--- config.mk ---
export PLATFORM = sky130hd
export DESIGN_NAME = uart_isc_top
export DESIGN_NICKNAME = d
export VERILOG_FILES = /design/src/rtl/uart_isc_pkg.sv /design/src/rtl/uart_isc_ctrl_reg.sv /design/src/rtl/uart_isc_status.sv /design/src/rtl/uart_isc_irq.sv /design/src/rtl/uart_isc_top.sv
export SDC_FILE = /design/constraint.sdc
export NUM_CORES = 1
export LEC_CHECK = 0
export ABC_AREA = 1
export ABC_CLOCK_PERIOD_IN_PS = 1700
export CORE_ASPECT_RATIO = 0.6
export CORE_UTILIZATION = 40
export DETAILED_ROUTE_END_ITERATION = 10
export DONT_BUFFER_PORTS = 1
export PLACE_DENSITY = 0.55
export SLEW_MARGIN = 10
export SYNTH_ARGS = -nofsm -noshare
export SYNTH_HDL_FRONTEND = slang
export SYNTH_HIERARCHICAL = 1
export SYNTH_SLANG_ARGS = --single-unit
--- constraint.sdc ---
create_clock -name clk -period 1.7 [get_ports clk]
set_input_delay 0.085 -clock clk [delete_from_list [all_inputs] [get_ports clk]]
set_output_delay 0.085 -clock clk [all_outputs]
set_load 0.02 [all_outputs]
--- src/rtl/uart_isc_pkg.sv ---
package uart_isc_pkg;

  // status word bit positions (software decodes these)
  localparam int ST_TX     = 0;
  localparam int ST_RXTRIG = 1;
  localparam int ST_RXTMO  = 2;
  localparam int ST_FE     = 3;
  localparam int ST_BRK    = 4;
  localparam int ST_OE     = 5;
  localparam int ST_TXSET  = 6;
  localparam int ST_W      = 7;

  // control word bit positions
  localparam int CT_TXCODE_LO = 0;
  localparam int CT_RXCODE_LO = 2;
  localparam int CT_TXEN      = 5;
  localparam int CT_RXEN      = 6;
  localparam int CT_ERREN     = 7;
  localparam int CT_BRK       = 8;

  // number of sticky error flags (framing, break, overrun)
  localparam int N_ERR = 3;

  // register word addresses
  localparam int ADR_STAT = 0;
  localparam int ADR_CTRL = 1;
  localparam int ADR_LVL  = 2;

  // transmit threshold in entries for a trigger code: 0, 4, 8, 16
  function automatic int tx_thresh(input logic [1:0] code);
    return (code == 2'd0) ? 0 : (2 << code);
  endfunction

endpackage

--- src/rtl/uart_isc_ctrl_reg.sv ---
module uart_isc_ctrl_reg #(
  parameter int DATA_W = 32
) (
  input  logic              clk,
  input  logic              rst,
  input  logic              wr_ctrl,
  input  logic [DATA_W-1:0] wdata,
  output logic [DATA_W-1:0] ctrl_q,
  output logic [DATA_W-1:0] ctrl_d
);

  always_comb ctrl_d = wr_ctrl ? wdata : ctrl_q;

  always_ff @(posedge clk) begin
    if (rst) ctrl_q <= '0;
    else     ctrl_q <= ctrl_d;
  end

endmodule

--- src/rtl/uart_isc_status.sv ---
module uart_isc_status
  import uart_isc_pkg::*;
#(
  parameter int LVL_W = 8
) (
  input  logic             clk,
  input  logic             rst,
  input  logic [1:0]       tx_code,
  input  logic [LVL_W-1:0] tx_level,
  input  logic [N_ERR-1:0] evt,        // 0 framing, 1 break, 2 overrun
  input  logic             rx_trig,
  input  logic             rx_tmo,
  input  logic             w1c_wr,
  input  logic [ST_W-1:0]  w1c_data,
  output logic             tx_q,
  output logic             tx_d,
  output logic [N_ERR-1:0] err_q,
  output logic [N_ERR-1:0] err_d,
  output logic [ST_W-1:0]  status
);

  logic [LVL_W-1:0] thr;
  logic             below;
  logic             below_q;
  logic             tx_set;
  logic             tx_clr;
  logic [N_ERR-1:0] err_clr;

  // threshold compare against the selected trigger code
  always_comb begin
    thr   = LVL_W'(tx_thresh(tx_code));
    below = (tx_level <= thr);
  end

  // transmit request: set on the crossing or by software, W1C otherwise
  always_comb begin
    tx_set = (below & ~below_q) | (w1c_wr & w1c_data[ST_TXSET]);
    tx_clr = w1c_wr & w1c_data[ST_TX];
    tx_d   = tx_set | (tx_q & ~tx_clr);
  end

  // below_q resets to 1 so an idle empty FIFO raises nothing at reset
  always_ff @(posedge clk) begin
    if (rst) begin
      tx_q    <= 1'b0;
      below_q <= 1'b1;
    end else begin
      tx_q    <= tx_d;
      below_q <= below;
    end
  end

  // sticky error flags, identical per source
  for (genvar i = 0; i < N_ERR; i++) begin : g_err
    always_comb begin
      err_clr[i] = w1c_wr & w1c_data[ST_FE + i];
      err_d[i]   = evt[i] | (err_q[i] & ~err_clr[i]);
    end

    always_ff @(posedge clk) begin
      if (rst) err_q[i] <= 1'b0;
      else     err_q[i] <= err_d[i];
    end


    err_hold_chk: assert property (@(posedge clk) disable iff (rst)
      (err_q[i] && !err_clr[i]) |=> err_q[i]);


    err_set_chk: assert property (@(posedge clk) disable iff (rst)
      evt[i] |=> err_q[i]);
  end

  // status word as software sees it; bit 6 reads zero
  always_comb begin
    status            = '0;
    status[ST_TX]     = tx_q;
    status[ST_RXTRIG] = rx_trig;
    status[ST_RXTMO]  = rx_tmo;
    status[ST_FE]     = err_q[0];
    status[ST_BRK]    = err_q[1];
    status[ST_OE]     = err_q[2];
  end


  tx_latch_chk: assert property (@(posedge clk) disable iff (rst)
    (below && !below_q) |=> tx_q);


  tx_sw_set_chk: assert property (@(posedge clk) disable iff (rst)
    (w1c_wr && w1c_data[ST_TXSET]) |=> tx_q);

endmodule

--- src/rtl/uart_isc_irq.sv ---
module uart_isc_irq
  import uart_isc_pkg::*;
(
  input  logic             clk,
  input  logic             rst,
  input  logic             tx_d,
  input  logic [N_ERR-1:0] err_d,
  input  logic             rx_trig,
  input  logic             rx_tmo,
  input  logic             en_tx,
  input  logic             en_rx,
  input  logic             en_err,
  output logic             irq_q
);

  logic irq_d;

  // built from next-state so the line moves on the edge that latches a flag
  always_comb
    irq_d = (tx_d & en_tx) | ((rx_trig | rx_tmo) & en_rx) | ((|err_d) & en_err);

  always_ff @(posedge clk) begin
    if (rst) irq_q <= 1'b0;
    else     irq_q <= irq_d;
  end

endmodule

--- src/rtl/uart_isc_top.sv ---
module uart_isc_top
  import uart_isc_pkg::*;
#(
  parameter int DATA_W = 32,
  parameter int LVL_W  = 8,
  parameter int ADDR_W = 2
) (
  input  logic              clk,
  input  logic              rst,
  input  logic              wr_en,
  input  logic              rd_en,
  input  logic [ADDR_W-1:0] addr,
  input  logic [DATA_W-1:0] wdata,
  output logic [DATA_W-1:0] rdata,
  input  logic              evt_brk,
  input  logic              evt_fe,
  input  logic              evt_oe,
  input  logic              rx_trig_req,
  input  logic              rx_tmo_req,
  input  logic [LVL_W-1:0]  tx_level,
  input  logic [LVL_W-1:0]  rx_level,
  output logic [1:0]        tx_trig_code,
  output logic [2:0]        rx_trig_code,
  output logic              break_o,
  output logic              irq_o
);

  localparam logic [ADDR_W-1:0] A_STAT = ADDR_W'(ADR_STAT);
  localparam logic [ADDR_W-1:0] A_CTRL = ADDR_W'(ADR_CTRL);
  localparam logic [ADDR_W-1:0] A_LVL  = ADDR_W'(ADR_LVL);

  logic              wr_stat, wr_ctrl;
  logic [DATA_W-1:0] ctrl_q, ctrl_d;
  logic              tx_q, tx_d;
  logic [N_ERR-1:0]  err_q, err_d;
  logic [ST_W-1:0]   status;
  logic [DATA_W-1:0] rd_mux;
  logic [DATA_W-1:0] rdata_q;

  always_comb begin
    wr_stat = wr_en && (addr == A_STAT);
    wr_ctrl = wr_en && (addr == A_CTRL);
  end

  uart_isc_ctrl_reg #(.DATA_W(DATA_W)) u_ctrl (
    .clk    (clk),
    .rst    (rst),
    .wr_ctrl(wr_ctrl),
    .wdata  (wdata),
    .ctrl_q (ctrl_q),
    .ctrl_d (ctrl_d)
  );

  uart_isc_status #(.LVL_W(LVL_W)) u_stat (
    .clk     (clk),
    .rst     (rst),
    .tx_code (ctrl_q[CT_TXCODE_LO +: 2]),
    .tx_level(tx_level),
    .evt     ({evt_oe, evt_brk, evt_fe}),
    .rx_trig (rx_trig_req),
    .rx_tmo  (rx_tmo_req),
    .w1c_wr  (wr_stat),
    .w1c_data(wdata[ST_W-1:0]),
    .tx_q    (tx_q),
    .tx_d    (tx_d),
    .err_q   (err_q),
    .err_d   (err_d),
    .status  (status)
  );

  uart_isc_irq u_irq (
    .clk    (clk),
    .rst    (rst),
    .tx_d   (tx_d),
    .err_d  (err_d),
    .rx_trig(rx_trig_req),
    .rx_tmo (rx_tmo_req),
    .en_tx  (ctrl_d[CT_TXEN]),
    .en_rx  (ctrl_d[CT_RXEN]),
    .en_err (ctrl_d[CT_ERREN]),
    .irq_q  (irq_o)
  );

  // read port: selected word captured on the strobe, held otherwise
  always_comb begin
    rd_mux = '0;
    if (addr == A_STAT)      rd_mux = DATA_W'(status);
    else if (addr == A_CTRL) rd_mux = ctrl_q;
    else if (addr == A_LVL)  rd_mux = DATA_W'({tx_level, rx_level});
  end

  always_ff @(posedge clk) begin
    if (rst)        rdata_q <= '0;
    else if (rd_en) rdata_q <= rd_mux;
  end

  always_comb begin
    rdata        = rdata_q;
    tx_trig_code = ctrl_q[CT_TXCODE_LO +: 2];
    rx_trig_code = ctrl_q[CT_RXCODE_LO +: 3];
    break_o      = ctrl_q[CT_BRK];
  end


  break_follow_chk: assert property (@(posedge clk) disable iff (rst)
    wr_ctrl |=> (break_o == $past(wdata[CT_BRK])));


  irq_match_chk: assert property (@(posedge clk) disable iff (rst)
    1'b1 |=> (irq_o == ((tx_q & ctrl_q[CT_TXEN])
                      | (($past(rx_trig_req) | $past(rx_tmo_req)) & ctrl_q[CT_RXEN])
                      | ((|err_q) & ctrl_q[CT_ERREN]))));


  rdata_hold_chk: assert property (@(posedge clk) disable iff (rst)
    !rd_en |=> $stable(rdata));

endmodule

==> flow_metrics.py <==
metrics = {
    "power_and_ir_drop": {
        "power_uw": 4064,
        "leakage_uw": 0.002117,
        "switching_share": 0.2649,
        "ir_drop_mv": 0.4361,
        "power_per_cell_area_nw_per_um2": 914.4,
        "p_sw_uw": 1076,
        "pwr-share-clk": 0.407,
        "p_seq_frac": 0.459,
        "comb_power_share": 0.134,
        "power.internal_uw": 2988,
    },
    "grt": {
        "overflow": 0,
        "grt_pass1_wl_um": 15730,
        "antenna_found_initial": 0,
        "grtUsageTotal": 0.2136,
        "grt_max_degree": 65,
        "grt_pass1_vias": 3054,
    },
    "layout": {
        "syn2layout_area_growth_pct": 21.73,
        "n_antenna_cell": 0,
        "layout_common_cells": "101 x nand2_1, 91 x inv_1, 68 x dfxtp_1, 65 x nand2_2, 43 x dlygate4sd3_1",
        "final_core_util": 0.5117,
        "fill_cells": 852,
        "drive_above_1_share": 0.2346,
        "final_common_cell": "nand2_1",
        "fin_nets": 626,
        "stdcell_area_um2": 4444,
    },
    "clock_network": {
        "clockBufferDepth": 2,
        "cts_tree": "built",
        "clk_pin_slew_ns": 0.05,
        "clockRootBuffer": "clkbuf_16",
        "cts_setup_buffers": 0,
        "cts_sinks": 70,
        "cts_buffers": 9,
        "cts.htree.levels": 3,
        "clock_latency_ns": 0.32,
    },
    "critical_path": {
        "crit_start": "u_ctrl/ctrl_q[0]",
        "worst_path_largest_cell_delay_ns": 0.35,
        "crit_arrival_ns": 1.88,
        "crit_slowest_cell": "dfxtp_4",
        "crit_chain": "inv_2 -> or2_4 -> ha_4 -> nand2_4 -> nand3_4 -> nand2_2 -> nand2_2 -> nand2_2 -> nand2_2 -> nand2_1 -> nand2_1 -> inv_1 -> nor2_1 -> a21oi_1",
        "rrSetupSlack_ns": 0.03,
        "crit_top_cell": "nand2_2",
        "reg2reg_to": "u_irq/irq_q",
        "cp-endpoint": "u_irq/irq_q",
        "critPathKind": "reg -> reg",
        "reg2reg_from": "u_ctrl/ctrl_q[0]",
        "ff2ff_path_depth": 14,
        "cp_num_buf_inv": 2,
        "path_max_fanout": 3,
        "cp.required_ns": 1.90,
        "cp_num_cells": 14,
        "end_kind": "flop",
        "startpoint_type": "flop",
        "path_delay_family": "simple AND/OR/NAND/NOR gates",
    },
    "die": {
        "die_h_um": 76.01,
        "rows": 26,
        "core_um2": 8686,
        "io_pins": 98,
        "die_w_um": 125.3,
        "die_area_um2": 9526,
        "start_util": 0.4203,
    },
    "sta": {
        "hold_viol": 1,
        "setup-violations-final": 0,
        "period_needed_ns": 1.672,
        "rsz0062_at_grt": "true",
        "fmax_mhz": 597.9,
        "report.final.slew_viol_count": 0,
        "worst_clock_skew_ns": 0.005970,
        "postLayoutSetupSlackWorst_ns": 0.02760,
        "post-route-period-util": 0.9838,
        "holdWs_ns": -0.002232,
    },
    "drt": {
        "routed_wl_um": 9562,
        "drc_errors": 7,
        "wire_per_inst_um": 14.08,
        "drt_iter0_drc": 230,
        "viasPerCell": 4.560,
        "vias": 3096,
        "drt.antenna.violating_nets": 0,
        "dr.pass1.iters": 8,
    },
    "place": {
        "io_buffers": 0,
        "pre_cts_slack_ns": -0.1077,
        "place_congestion": 0.8088,
        "dpl-instance-area_um2": 3651,
        "dpl.hpwl_um": 6256,
    },
    "run_status": {
        "failed_checks": "DRC, hold timing",
        "outcome": "complete, but fails checks",
    },
    "yosys": {
        "syn_avg_cell_area_um2": 6.837,
        "synth_fp_nets": 596,
        "synth_cells": 534,
        "syn_area_um2": 3651,
        "yosysWarnings": 6,
    },
    "worst_hold_path": {
        "whs_path_depth": 4,
        "hp-class": "in -> reg",
    },
    "flow_run": {
        "max-cap-violations": 0,
    },
}
[area by class of cell]
cell class | instances | area (µm²) | area share
flip-flops and latches | 70 | 1406 | 0.3164
clock buffers | 12 | 246.5 | 0.05546
clock inverters | 2 | 10.01 | 0.002252
inverters | 94 | 357.8 | 0.08052
repair buffers | 53 | 555.5 | 0.1250
multi-input cells | 336 | 1728 | 0.3888
well taps | 112 | 140.1 | 0.03153
[power by group through the flow]
| stage | Sequential [µW] | Clock, µW | Combinational, µW |
|---|---|---|---|
| floorplan | 1880 | 0 | 397 |
| CTS | 1860 | 1700 | 539 |
| global route | 1870 | 1790 | 620 |
| global placement | 1900 | 0 | 386 |
| detailed placement | 1900 | 0 | 397 |
| finish | 1860 | 1650 | 546 |
[worst min path at each step]
stage	startpoint	to
finish	wdata[15]	u_ctrl/ctrl_q[15]
global route	wdata[15]	u_ctrl/ctrl_q[15]
CTS	rx_level[1]	rdata[1]
detailed placement	rst	u_ctrl/ctrl_q[0]
global placement	rst	u_ctrl/ctrl_q[0]
floorplan	rst	u_stat/tx_q
[metal layers]
metal / part of all wire / vias to the layer above / wire, µm / global-route usage
li1: - / 1644 / - / -
met1: 0.50 / 1358 / 4749 / 0.3002
met2: 0.41 / 87 / 3880 / 0.3095
met3: 0.088 / 7 / 846 / 0.07374
met4: 0.0089 / 0 / 85 / 0.05488
met5: 0 / - / 0 / 0
[sequential cells by signal (all words and copies together) (netlist names)]
signal and flops:
u_stat/below_q 1, u_irq/irq_q 1, u_ctrl/ctrl_q 32, u_stat/tx_q 1, u_stat/err_q 3, rdata 32
[what timing repair did]
action,4_1_cts,5_1_grt
pin swaps,3,2
cloned,0,0
hold buffers,45,0
endpoints found under the setup margin,2,3
resized for setup,9,6
endpoints found under the hold margin,70,0
[stage by stage]
step | setup TNS, ns | instances
6_report | 0 | 679
3_5_place_dp | -0.1307 | 620
5_1_grt | -0.07321 | 679
3_3_place_gp | 0 | 620
2_1_floorplan | 0 | 534
4_1_cts | 0 | 679
[tightest hold or removal path: cells and delay by family]
kind / cells / cell delay, ns
buffers and inverters: 1 / 0.04
and+or+nand+nor: 3 / 0.16
No activity file was read; power rests on OpenSTA's default activity.
